==> src/rtl/sdr_burst_pkg.sv <==
package sdr_burst_pkg;

  localparam int LEN_CODE_W = 3;

  typedef enum logic [LEN_CODE_W-1:0] {
    LEN_ONE   = 3'b000,
    LEN_TWO   = 3'b001,
    LEN_FOUR  = 3'b010,
    LEN_EIGHT = 3'b011,
    LEN_PAGE  = 3'b111
  } len_code_e;

endpackage

==> src/rtl/sdr_burst_cfg.sv <==
module sdr_burst_cfg
  import sdr_burst_pkg::*;
#(
  parameter int COL_W = 8
) (
  input  logic [LEN_CODE_W-1:0] code_i,
  input  logic                  ilv_req_i,
  output logic [COL_W-1:0]      mask_o,
  output logic                  full_o,
  output logic                  ilv_o
);

  always_comb begin
    full_o = 1'b0;
    mask_o = '0;
    case (code_i)
      LEN_TWO:   mask_o = COL_W'(1);
      LEN_FOUR:  mask_o = COL_W'(3);
      LEN_EIGHT: mask_o = COL_W'(7);
      LEN_PAGE: begin
        mask_o = '1;
        full_o = 1'b1;
      end
      default:   mask_o = '0;
    endcase
    ilv_o = ilv_req_i & ~full_o;
  end

endmodule

==> src/rtl/sdr_burst_addr.sv <==
module sdr_burst_addr #(
  parameter int COL_W = 8
) (
  input  logic [COL_W-1:0] base_i,
  input  logic [COL_W-1:0] beat_i,
  input  logic [COL_W-1:0] mask_i,
  input  logic             ilv_i,
  output logic [COL_W-1:0] col_o
);

  logic [COL_W-1:0] sum;

  assign sum = base_i + beat_i;

  for (genvar b = 0; b < COL_W; b++) begin : g_bit
    always_comb begin
      if (!mask_i[b])  col_o[b] = base_i[b];
      else if (ilv_i)  col_o[b] = base_i[b] ^ beat_i[b];
      else             col_o[b] = sum[b];
    end
  end

endmodule

==> src/rtl/sdr_burst_ctl.sv <==
module sdr_burst_ctl #(
  parameter int COL_W = 8
) (
  input  logic             clk,
  input  logic             rst_n,
  input  logic             start_i,
  input  logic             stop_i,
  input  logic [COL_W-1:0] col_i,
  input  logic [COL_W-1:0] mask_i,
  input  logic             full_i,
  input  logic             ilv_i,
  output logic             active_o,
  output logic             last_o,
  output logic [COL_W-1:0] base_o,
  output logic [COL_W-1:0] beat_o,
  output logic [COL_W-1:0] mask_o,
  output logic             full_o,
  output logic             ilv_o
);

  logic             active_q, active_d;
  logic [COL_W-1:0] beat_q, beat_d;
  logic [COL_W-1:0] base_q, mask_q;
  logic             full_q, ilv_q;
  logic             cfg_en;
  logic             last;

  assign last   = active_q & ~full_q & (beat_q == mask_q);
  assign cfg_en = start_i;

  always_comb begin
    active_d = active_q;
    beat_d   = beat_q;
    if (start_i) begin
      active_d = 1'b1;
      beat_d   = '0;
    end else if (active_q && (stop_i || last)) begin
      active_d = 1'b0;
    end else if (active_q) begin
      beat_d = beat_q + COL_W'(1);
    end
  end

  always_ff @(posedge clk or negedge rst_n) begin
    if (!rst_n) begin
      active_q <= 1'b0;
      beat_q   <= '0;
    end else begin
      active_q <= active_d;
      beat_q   <= beat_d;
    end
  end

  always_ff @(posedge clk or negedge rst_n) begin
    if (!rst_n) begin
      base_q <= '0;
      mask_q <= '0;
      full_q <= 1'b0;
      ilv_q  <= 1'b0;
    end else if (cfg_en) begin
      base_q <= col_i;
      mask_q <= mask_i;
      full_q <= full_i;
      ilv_q  <= ilv_i;
    end
  end

  assign active_o = active_q;
  assign last_o   = last;
  assign base_o   = base_q;
  assign beat_o   = beat_q;
  assign mask_o   = mask_q;
  assign full_o   = full_q;
  assign ilv_o    = ilv_q;


  restart_beat_zero_chk: assert property (@(posedge clk) disable iff (!rst_n)
    start_i |=> (active_q && beat_q == '0));


  page_no_end_chk: assert property (@(posedge clk) disable iff (!rst_n)
    (active_q && full_q && !start_i && !stop_i) |=> active_q);

endmodule

==> src/rtl/sdr_burst_colgen.sv <==
module sdr_burst_colgen
  import sdr_burst_pkg::*;
#(
  parameter int COL_W = 8
) (
  input  logic                  clk,
  input  logic                  rst_n,
  input  logic                  start_i,
  input  logic [COL_W-1:0]      start_col_i,
  input  logic [LEN_CODE_W-1:0] len_code_i,
  input  logic                  interleave_i,
  input  logic                  stop_i,
  output logic                  valid_o,
  output logic [COL_W-1:0]      col_o,
  output logic                  last_o
);

  localparam int SYNC_STAGES = 2;

  logic [SYNC_STAGES-1:0] rst_sync_q;
  logic                   rst_int_n;

  always_ff @(posedge clk or negedge rst_n) begin
    if (!rst_n) rst_sync_q <= '0;
    else        rst_sync_q <= {rst_sync_q[SYNC_STAGES-2:0], 1'b1};
  end
  assign rst_int_n = rst_sync_q[SYNC_STAGES-1];

  logic [COL_W-1:0] req_mask;
  logic             req_full, req_ilv;
  logic             active, last;
  logic [COL_W-1:0] base, beat, mask;
  logic             full, ilv;
  logic [COL_W-1:0] addr;

  sdr_burst_cfg #(.COL_W(COL_W)) u_cfg (
    .code_i    (len_code_i),
    .ilv_req_i (interleave_i),
    .mask_o    (req_mask),
    .full_o    (req_full),
    .ilv_o     (req_ilv)
  );

  sdr_burst_ctl #(.COL_W(COL_W)) u_ctl (
    .clk      (clk),
    .rst_n    (rst_int_n),
    .start_i  (start_i),
    .stop_i   (stop_i),
    .col_i    (start_col_i),
    .mask_i   (req_mask),
    .full_i   (req_full),
    .ilv_i    (req_ilv),
    .active_o (active),
    .last_o   (last),
    .base_o   (base),
    .beat_o   (beat),
    .mask_o   (mask),
    .full_o   (full),
    .ilv_o    (ilv)
  );

  sdr_burst_addr #(.COL_W(COL_W)) u_addr (
    .base_i (base),
    .beat_i (beat),
    .mask_i (mask),
    .ilv_i  (ilv),
    .col_o  (addr)
  );

  assign valid_o = active;
  assign last_o  = last;
  assign col_o   = active ? addr : '0;


  first_beat_col_chk: assert property (@(posedge clk) disable iff (!rst_int_n)
    start_i |=> (valid_o && col_o == $past(start_col_i)));


  end_after_last_chk: assert property (@(posedge clk) disable iff (!rst_int_n)
    (last_o && !start_i) |=> !valid_o);


  stop_ends_chk: assert property (@(posedge clk) disable iff (!rst_int_n)
    (valid_o && stop_i && !start_i) |=> !valid_o);


  page_step_chk: assert property (@(posedge clk) disable iff (!rst_int_n)
    (valid_o && full && !start_i && !stop_i) |=> (col_o == $past(col_o) + COL_W'(1)));


  page_no_last_chk: assert property (@(posedge clk) disable iff (!rst_int_n)
    (valid_o && full) |-> !last_o);


  upper_bits_hold_chk: assert property (@(posedge clk) disable iff (!rst_int_n)
    (valid_o && !last_o && !start_i && !stop_i)
      |=> (((col_o ^ $past(col_o)) & ~mask) == '0));

endmodule

==> config.mk <==
export PLATFORM = sky130hd
export DESIGN_NAME = sdr_burst_colgen
export DESIGN_NICKNAME = d
export VERILOG_FILES = /design/src/rtl/sdr_burst_pkg.sv /design/src/rtl/sdr_burst_cfg.sv /design/src/rtl/sdr_burst_addr.sv /design/src/rtl/sdr_burst_ctl.sv /design/src/rtl/sdr_burst_colgen.sv
export SDC_FILE = /design/constraint.sdc
export NUM_CORES = 1
export LEC_CHECK = 0
export BUFFER_PORTS_ARGS = -buffer_cell sky130_fd_sc_hd__buf_2
export CORE_ASPECT_RATIO = 1.4
export CORE_MARGIN = 2
export CORE_UTILIZATION = 59
export CTS_CLUSTER_DIAMETER = 60
export DETAILED_ROUTE_END_ITERATION = 12
export PLACE_DENSITY = 0.88
export SYNTH_ARGS = -nofsm -noshare
export SYNTH_HDL_FRONTEND = slang
export SYNTH_SLANG_ARGS = --single-unit
==> constraint.sdc <==
create_clock -name clk -period 3.55 [get_ports clk]
set_input_delay 0 -clock clk [delete_from_list [all_inputs] [get_ports clk]]
set_output_delay 0 -clock clk [all_outputs]
set_load 0.005 [all_outputs]
==> results.yml, run 1 <==
run_status:
  outcome: "completed"
global_route:
  grt_antenna_before_repair: 0
  grt_use_total_pct: 27.0
  grt_max_degree: 27
  grt_pass1_wl_um: 5890
  grt-ovfl-total: 0
  grt_pass1_vias: 1320
die:
  dieWidth_um: 46.3
  core_area_um2: 2390
  num_rows: 21
  io_pins: 26
  dieArea_um2: 2920
  die_h_um: 63.2
  start_util_pct: 61.7
cts:
  clk_latency_ns: 0.32
  path_clk_slew_ns: 0.13
  post_cts.repair.setup_buffers: 0
  cts.htree.levels: 1
  numCtsBuffers: 3
  root_buffer: "clkbuf_4"
  clock-sinks: 24
  cts_resized: 0
  clk_path_buf_depth: 2
  cts_tree: "done"
power_and_ir_drop:
  power.density_nw_per_um2: 343
  vdd_drop_max_uv: 326
  p_leak_nw: 0.815
route:
  wl_met3_um: 120
  detail_route.wl_per_cell_um: 15.3
  drt-met1-wl_um: 1440
  top_layer: "met4"
  drtPass1Iterations: 4
  vias_per_cell: 5.74
  drt.antenna.violating_nets: 0
  drc: 0
  first_iter_violations: 33
  drt_wl_total_um: 3440
  vias: 1291
  wl_met2_um: 1820
setup_path:
  end_kind: "output port"
  crit_required_ns: 3.55
  r2r_slack_ns: 1.83
  cp_max_fo: 6
  rr_worst_depth: 5
  cp.arrival_ns: 2.35
  cpPeakStageDelay_ns: 0.49
  crit_buf_inv: 1
  r2r_start: "u_ctl.mask_o[6]"
  critPathTopFamily: "compound AO/OA/AOI/OAI gates"
  cp_slowest_cell: "dfrtp_1"
  critPathLaunchType: "flip-flop"
  r2r-end: "u_ctl.beat_o[1]"
  crit_type: "reg2out"
  crit_chain: "ha_1 -> a211oi_1 -> o21a_1 -> a211oi_1 -> nor4_1 -> o311ai_1 -> buf_2"
  path_common_cell: "a211oi_1"
placed_design:
  numPortBuffers: 25
  placed_cells: 208
  dp_hpwl_um: 2490
  gp_congestion: 0.882
  pre_cts_ws_ns: 1.62
synth:
  synth_seq_cells: 24
  synth_warnings: 0
  synth_edf_count: 0
  synth.avg_cell_area_um2: 9.59
  synthCells: 154
  synth_top_cell_area_share_pct: 40.7
  yosysSeqAreaShare_pct: 40.7
  synth.largest_area_cell: "dfrtp_1"
  yosysUniqueCellTypes: 37
  ys.flop_type: "dfrtp_1"
  synthesis.nets: 179
  yosysMostFrequentCell: "dfrtp_1"
  async_flop_share_pct: 100
  netlist_top_cells_count: "dfrtp_1, nor2_1"
  synth_area_um2: 1480
  synth_area_leaders: "dfrtp_1, mux2_2, ha_1"
sta:
  setup_viol: 0
  layout_min_cycle_time_ns: 2.35
  drv_slew: 0
  relSlewSlack_pct: 40.7
  hold_violations: 0
  clock_skew_ns: 0.0150
  rsz0062_at_grt: "no"
  fin_crit_sh_pct: 66.1
  tns_ns: 0
  max_freq_mhz: 426
  worstMarginPinSlew_ns: 0.890
  fin_ws_ns: 1.20
cells_and_area:
  stdcell_count: 225
  regArea_um2: 601
  n_fill_cell: 164
  multi_input_area_um2: 830
  drive_gt1_share_pct: 20.4
  antenna_cells: 0
  final_nets: 217
  area_growth_pct: 21.3
job:
  drv_cap: 0
hold_path:
  min_path_cells: 3
  min_path_type: "in2reg"
  worstHoldEndpoint: "u_ctl.mask_o[6]"
  hp-start: "len_code_i[1]"
power breakdown:
part	switching [W]	total, W	internal (W)
Combinational	0.0000707	0.000147	0.0000766
Clock	0.0000798	0.000143	0.0000628
Sequential	0.0000323	0.000325	0.000292
per-stage QoR:
step                hold slack (ns)  cell area [µm²]  util (%)  total power, W
CTS                         0.00151             1790      74.9        0.000616
detailed placement           -0.214             1620      67.9        0.000463
global placement             -0.215             1620      67.9        0.000455
global route                 0.0400             1790      74.9        0.000651
floorplan                    -0.296             1480         -        0.000413
finish                      0.00334             1790      74.9        0.000615
registers in the layout, summed over array words and instances, names as in the netlist:
register        count
u_ctl.ilv_o         1
u_ctl.mask_o        4
u_ctl.active_o      1
u_ctl.beat_o        8
u_ctl.base_o        8
rst_sync_q          2
logic make-up (layout without fill, tap and decap cells):
kind of cell    count (synthesis)  in the layout  share of synthesized area, %
buf+inv                        12             49                          3.13
mux                            12             12                          8.90
simple gates                   46             46                          15.3
fa+ha+maj                       9              9                          8.14
xor+xnor                       14             14                          8.31
other cells                     1              1                         0.254
flops                          24             24                          40.7
compound gates                 36             36                          15.3
tightest hold or removal path: cells and delay by family:
kind	cells	cell delay, ns
buf+inv	1	0.14
simple gates	1	0.09
compound gates	1	0.07
layout by cell type, fill, tap and decap left out, drive strengths merged:
| cell | Yosys | final |
|---|---|---|
| nand3b | 1 | 1 |
| nor2 | 17 | 17 |
| a21o | 1 | 1 |
| nand2 | 6 | 6 |
| nand3 | 7 | 7 |
| nor2b | 2 | 2 |
| o211ai | 4 | 4 |
| nor4 | 3 | 3 |
| nor3 | 3 | 3 |
| a41oi | 1 | 1 |
| a21boi | 1 | 1 |
| dfrtp | 24 | 24 |
| a21oi | 9 | 9 |
| clkbuf | 4 | 4 |
| and3 | 1 | 1 |
| o21ai | 10 | 10 |
| xor2 | 5 | 5 |
| a211oi | 6 | 6 |
| o21a | 2 | 2 |
| dlygate4sd3 | 0 | 13 |
| xnor2 | 9 | 9 |
| nand4b | 1 | 1 |
| or4 | 1 | 1 |
| inv | 7 | 7 |
| mux2i | 3 | 3 |
| buf | 1 | 25 |
| conb | 1 | 1 |
| mux2 | 9 | 9 |
| ha | 8 | 8 |
| fa | 1 | 1 |
| o311ai | 1 | 1 |
| nand2b | 1 | 1 |
| nand4 | 1 | 1 |
| and4 | 1 | 1 |
| a311oi | 1 | 1 |
| or3 | 1 | 1 |
worst max-delay path by stage:
stage | from | endpoint | slack (ns) | depth (start not counted)
6_report | u_ctl.beat_o[1] | col_o[7] | 1.20 | 7
5_1_grt | u_ctl.beat_o[1] | col_o[7] | 1.13 | 7
4_1_cts | u_ctl.beat_o[1] | col_o[7] | 1.24 | 7
3_5_place_dp | u_ctl.beat_o[1] | col_o[7] | 1.62 | 7
3_3_place_gp | u_ctl.beat_o[1] | col_o[7] | 1.70 | 7
2_1_floorplan | u_ctl.beat_o[2] | col_o[5] | 1.89 | 5
final cells by class:
| class | instances | share of cell area, % |
|---|---|---|
| clock buffers | 4 | 2.03 |
| inverters | 7 | 1.47 |
| multi-input cells | 118 | 46.3 |
| flip-flops and latches | 24 | 33.5 |
| well taps | 34 | 2.38 |
| repair buffers | 38 | 14.3 |
per-layer routing:
layer / up-vias / global-route usage (%)
met4: 0 / 8.21
met1: 618 / 34.3
met5: - / 0
met2: 39 / 45.0
met3: 7 / 4.87
li1: 627 / -
repair_timing:
item / in CTS / in global routing
hold buffers: 13 / 0
endpoints found under the hold margin: 13 / 0
setup endpoints to repair: 0 / 0
(Power assumes the default switching activity.)
==> run 2, diff against run 1 <==
--- a/config.mk
+++ b/config.mk
@@ -8,10 +8,10 @@
 export BUFFER_PORTS_ARGS = -buffer_cell sky130_fd_sc_hd__buf_2
 export CORE_ASPECT_RATIO = 1.4
 export CORE_MARGIN = 2
-export CORE_UTILIZATION = 59
+export CORE_UTILIZATION = 55
 export CTS_CLUSTER_DIAMETER = 60
 export DETAILED_ROUTE_END_ITERATION = 12
-export PLACE_DENSITY = 0.88
+export PLACE_DENSITY = 0.83
 export SYNTH_ARGS = -nofsm -noshare
 export SYNTH_HDL_FRONTEND = slang
 export SYNTH_SLANG_ARGS = --single-unit
==> constraint.sdc (replaced) <==
create_clock -name clk -period 2.3 [get_ports clk]
set_input_delay 0 -clock clk [delete_from_list [all_inputs] [get_ports clk]]
set_output_delay 0 -clock clk [all_outputs]
set_load 0.005 [all_outputs]
==> results.yml, run 2 (synthesis results as in run 1) <==
route:
  drc: 0
  drt.antenna.violating_nets: 0
  drtPass1Iterations: 4
  drt_wl_total_um: 3960
  vias_per_cell: 5.92
  first_iter_violations: 62
  vias: 1397
  detail_route.wl_per_cell_um: 16.8
cells_and_area:
  final_nets: 226
  final_common_cell: "buf_2"
  multi_input_area_um2: 896
  area_growth_pct: 31.5
  antenna_cells: 0
  n_fill_cell: 199
  drive_gt1_share_pct: 29.0
  final_area_um2: 1940
  final_cell_mix: "buf_2, dfrtp_1, nor2_1"
  regArea_um2: 608
global_route:
  grt_antenna_before_repair: 0
  grt-ovfl-total: 0
  grt_max_degree: 27
  grt_use_total_pct: 27.1
  grt_pass1_wl_um: 5910
  grt_pass1_vias: 1333
cts:
  clock-sinks: 24
  numCtsBuffers: 3
  root_buffer: "clkbuf_4"
  cts_tree: "done"
  cts.htree.levels: 1
  clk_path_buf_depth: 2
  clk_latency_ns: 0.32
  path_clk_slew_ns: 0.12
sta:
  rsz0062_at_grt: "yes"
  max_freq_mhz: 445
  hold_violations: 0
  worstMarginPinSlew_ns: 0.881
  fin_hold_ws_ns: 0.0637
  clock_skew_ns: 0.00387
  layout_min_cycle_time_ns: 2.25
  relSlewSlack_pct: 41.3
  drv_slew: 0
  fin_crit_sh_pct: 97.8
  setup_viol: 0
power_and_ir_drop:
  vdd_drop_max_uv: 374
  p_switching_w: 0.000310
  p_int_w: 0.000697
  p_leak_nw: 0.842
  seqPwrFrac_pct: 50.0
  switching_share_pct: 30.7
  clock_power_share_pct: 22.3
  comb_power_share_pct: 27.7
  power.density_nw_per_um2: 518
job:
  drv_cap: 0
setup_path:
  cp.arrival_ns: 2.25
  end_kind: "output port"
  critPathLaunchType: "flip-flop"
  crit_required_ns: 2.30
  cp_max_fo: 5
  crit_type: "reg2out"
die:
  dieWidth_um: 47.8
  io_pins: 26
  core_area_um2: 2590
  start_util_pct: 57.1
  dieArea_um2: 3120
  num_rows: 22
  die_h_um: 65.3
placed_design:
  placed_cell_area_um2: 1630
  gp_congestion: 0.912
  numPortBuffers: 25
  dp_hpwl_um: 2410
run_status:
  outcome: "completed"
hold_path:
  min_path_type: "in2reg"
run 2: cell count changes in the layout (fill, tap and decap cells not counted), sizes merged:
| cell | delta |
|---|---|
| buf | +6 |
| dlygate4sd3 | +3 |
run 2: worst max-delay path, stage by stage, from the launching register on:
cell      delay [ns]
dfrtp_2         0.49
ha_4            0.31
o211ai_1        0.14
o21a_1          0.25
or3_1           0.31
a311oi_1        0.27
buf_2           0.16
run 2: metal layers:
layer / wire [µm] / part of all wire, % / GRT usage (%) / up-vias
met5: 0 / 0 / 0 / -
met4: 110 / 2.8 / 13.9 / 0
met3: 191 / 4.8 / 1.92 / 11
met2: 2170 / 55 / 46.7 / 65
met1: 1490 / 38 / 31.7 / 675
li1: - / - / - / 646
run 2: path summary, 6_finish.rpt:
path                                  from              end  slack [ns]  cells after the start
setup / recovery           u_ctl.beat_o[3]         col_o[5]        0.05                      6
hold / removal                      stop_i  u_ctl.beat_o[5]        0.06                      4
setup reg to reg           u_ctl.beat_o[1]  u_ctl.beat_o[1]        0.50                      6
hold reg to reg              rst_sync_q[0]    rst_sync_q[1]        0.36                      0
max in group asynchronous    rst_sync_q[1]  u_ctl.beat_o[2]        1.33                      0
min in group asynchronous    rst_sync_q[1]      u_ctl.ilv_o        0.37                      0
run 2: area by class of cell:
type / count / share of cell area (%)
Tap cell: 36 / 2.32
Multi-Input combinational cell: 118 / 46.1
Sequential cell: 24 / 31.3
Inverter: 7 / 1.35
Timing Repair Buffer: 47 / 17.0
Clock buffer: 4 / 1.87
run 2: stage by stage:
step	std cells	utilization, %	total power, W	setup slack [ns]	setup TNS (ns)
finish	236	75.0	0.00101	0.0504	0
global route	236	75.0	0.00106	-0.108	-0.202
CTS	230	72.1	0.000968	0.00858	0
detailed placement	210	62.9	0.000714	0.323	0
global placement	210	62.9	0.000702	0.443	0
floorplan	154	-	0.000637	0.643	0
run 2: power groups by stage:
stage | logic (W) | registers [W] | clock network, W
floorplan | 0.000146 | 0.000491 | 0
global placement | 0.000196 | 0.000505 | 0
detailed placement | 0.000206 | 0.000508 | 0
CTS | 0.000235 | 0.000502 | 0.000231
global route | 0.000305 | 0.000510 | 0.000243
finish | 0.000279 | 0.000503 | 0.000225
run 2: what timing repair did:
action                                  4_1_cts  5_1_grt
gates resized for setup                       4       10
hold buffers                                 16        0
hold endpoints to repair                     14        0
setup buffers                                 0        6
endpoints found under the setup margin        2        3
pin swaps                                     0        5
==> run 3, diff against run 2 <==
--- a/config.mk
+++ b/config.mk
@@ -12,6 +12,7 @@
 export CTS_CLUSTER_DIAMETER = 60
 export DETAILED_ROUTE_END_ITERATION = 12
 export PLACE_DENSITY = 0.83
+export REMOVE_ABC_BUFFERS = 1
 export SYNTH_ARGS = -nofsm -noshare
 export SYNTH_HDL_FRONTEND = slang
 export SYNTH_SLANG_ARGS = --single-unit
==> results.yml, run 3 (synthesis results as in run 1) <==
placed_design:
  gp_congestion: 0.892
  numPortBuffers: 25
  placed_cell_area_um2: 1630
  placed_cells: 211
  dp_hpwl_um: 2280
cts:
  clk_path_buf_depth: 2
  clk_latency_ns: 0.31
  root_buffer: "clkbuf_4"
  path_clk_slew_ns: 0.12
  cts.htree.levels: 1
  numCtsBuffers: 3
  cts_tree: "done"
  clock-sinks: 24
sta:
  fin_crit_sh_pct: 95.1
  clock_skew_ns: 0.00600
  relSlewSlack_pct: 42.3
  max_freq_mhz: 457
  drv_slew: 0
  worstMarginPinSlew_ns: 0.866
  hold_violations: 0
  setup_viol: 0
  layout_min_cycle_time_ns: 2.19
cells_and_area:
  antenna_cells: 0
  final_cell_mix: "buf_2, dfrtp_1, nor2_1"
  area_growth_pct: 26.6
  final_common_cell: "buf_2"
  n_fill_cell: 207
  final_area_um2: 1870
  stdcell_count: 232
  final_nets: 223
  drive_gt1_share_pct: 25.5
setup_path:
  crit_type: "reg2out"
  cp.arrival_ns: 2.19
  end_kind: "output port"
  crit_required_ns: 2.30
  cp_max_fo: 6
  critPathLaunchType: "flip-flop"
route:
  drtPass1Iterations: 5
  drc: 0
  vias: 1311
  first_iter_violations: 33
  vias_per_cell: 5.65
  detail_route.wl_per_cell_um: 14.1
  drt.antenna.violating_nets: 0
  drt_wl_total_um: 3270
die:
  io_pins: 26
  num_rows: 22
  core_area_um2: 2590
  die_h_um: 65.3
  dieArea_um2: 3120
  dieWidth_um: 47.8
  start_util_pct: 57.1
global_route:
  grt_antenna_before_repair: 0
  grt_use_total_pct: 23.8
  grt_max_degree: 27
  grt_pass1_wl_um: 5420
  grt-ovfl-total: 0
  grt_pass1_vias: 1280
run_status:
  outcome: "completed"
hold_path:
  min_path_type: "in2reg"
job:
  drv_cap: 0
power_and_ir_drop:
  p_leak_nw: 0.824
  power.density_nw_per_um2: 490
  vdd_drop_max_uv: 439
run 3: cell types whose count changed in the layout (fill, tap and decap cells not counted), moves of 2 or more:
cell     previous run  this run
dfrtp_2             6         3
dfrtp_1            18        21
buf_4               6         3
ha_4                4         1
ha_2                0         2
run 3: worst paths after layout:
| check | startpoint | end | slack [ns] | cells after the start |
|---|---|---|---|---|
| setup reg to reg | u_ctl.active_o | u_ctl.beat_o[7] | 0.67 | 5 |
| min in group asynchronous | rst_sync_q[1] | u_ctl.active_o | 0.36 | 0 |
| setup / recovery | u_ctl.beat_o[1] | col_o[7] | 0.11 | 7 |
| hold / removal | stop_i | u_ctl.beat_o[5] | 0.07 | 4 |
| hold reg to reg | rst_sync_q[1] | u_ctl.active_o | 0.36 | 0 |
| max in group asynchronous | rst_sync_q[1] | u_ctl.beat_o[0] | 1.36 | 0 |
run 3: cell type report:
| type | instances | area [µm²] | share of cell area [%] |
|---|---|---|---|
| timing repair buffer | 44 | 308 | 16.5 |
| sequential | 24 | 604 | 32.3 |
| clock buffer | 3 | 22.5 | 1.20 |
| multi-input combinational | 118 | 863 | 46.2 |
| tap | 36 | 45.0 | 2.41 |
| inverter | 7 | 26.3 | 1.41 |
run 3: critical path, cell delays in order, from the launching register on:
cell and delay (ns):
dfrtp_2 0.48, ha_1 0.33, a211oi_2 0.22, o21a_1 0.19, a211oi_1 0.08, nor4_1 0.28
o311ai_1 0.14, buf_2 0.14
run 3: per-stage QoR:
step                setup WS, ns  power (W)  util (%)  hold slack (ns)  TNS, ns
global placement           0.450   0.000703      63.2           -0.216        0
finish                     0.112   0.000917      72.2           0.0661        0
detailed placement         0.372   0.000713      63.2           -0.213        0
CTS                      0.00801   0.000906      70.2           0.0603        0
global route            -0.00885   0.000971      72.2           0.0848  -0.0121
floorplan                  0.643   0.000629         -           -0.296        0
run 3: timing repair:
| action | CTS | global route |
|---|---|---|
| gates resized for setup | 0 | 10 |
| buffers inserted | 0 | 2 |
| setup endpoints to repair | 0 | 3 |
| endpoints found under the hold margin | 14 | 0 |
| hold buffers | 16 | 0 |
run 3: where the power goes:
| part | internal [W] | switching (W) | total [W] |
|---|---|---|---|
| registers | 0.000452 | 0.0000438 | 0.000496 |
| clock network | 0.0000613 | 0.000117 | 0.000178 |
| logic | 0.000129 | 0.000114 | 0.000243 |
run 3: per-layer routing:
metal | part of all wire (%) | up-vias | GRT usage, %
met4 | 1.9 | 0 | 10.1
met2 | 51 | 47 | 38.7
met5 | 0 | - | 0
met3 | 3.1 | 8 | 1.92
met1 | 44 | 616 | 31.5
li1 | - | 640 | -
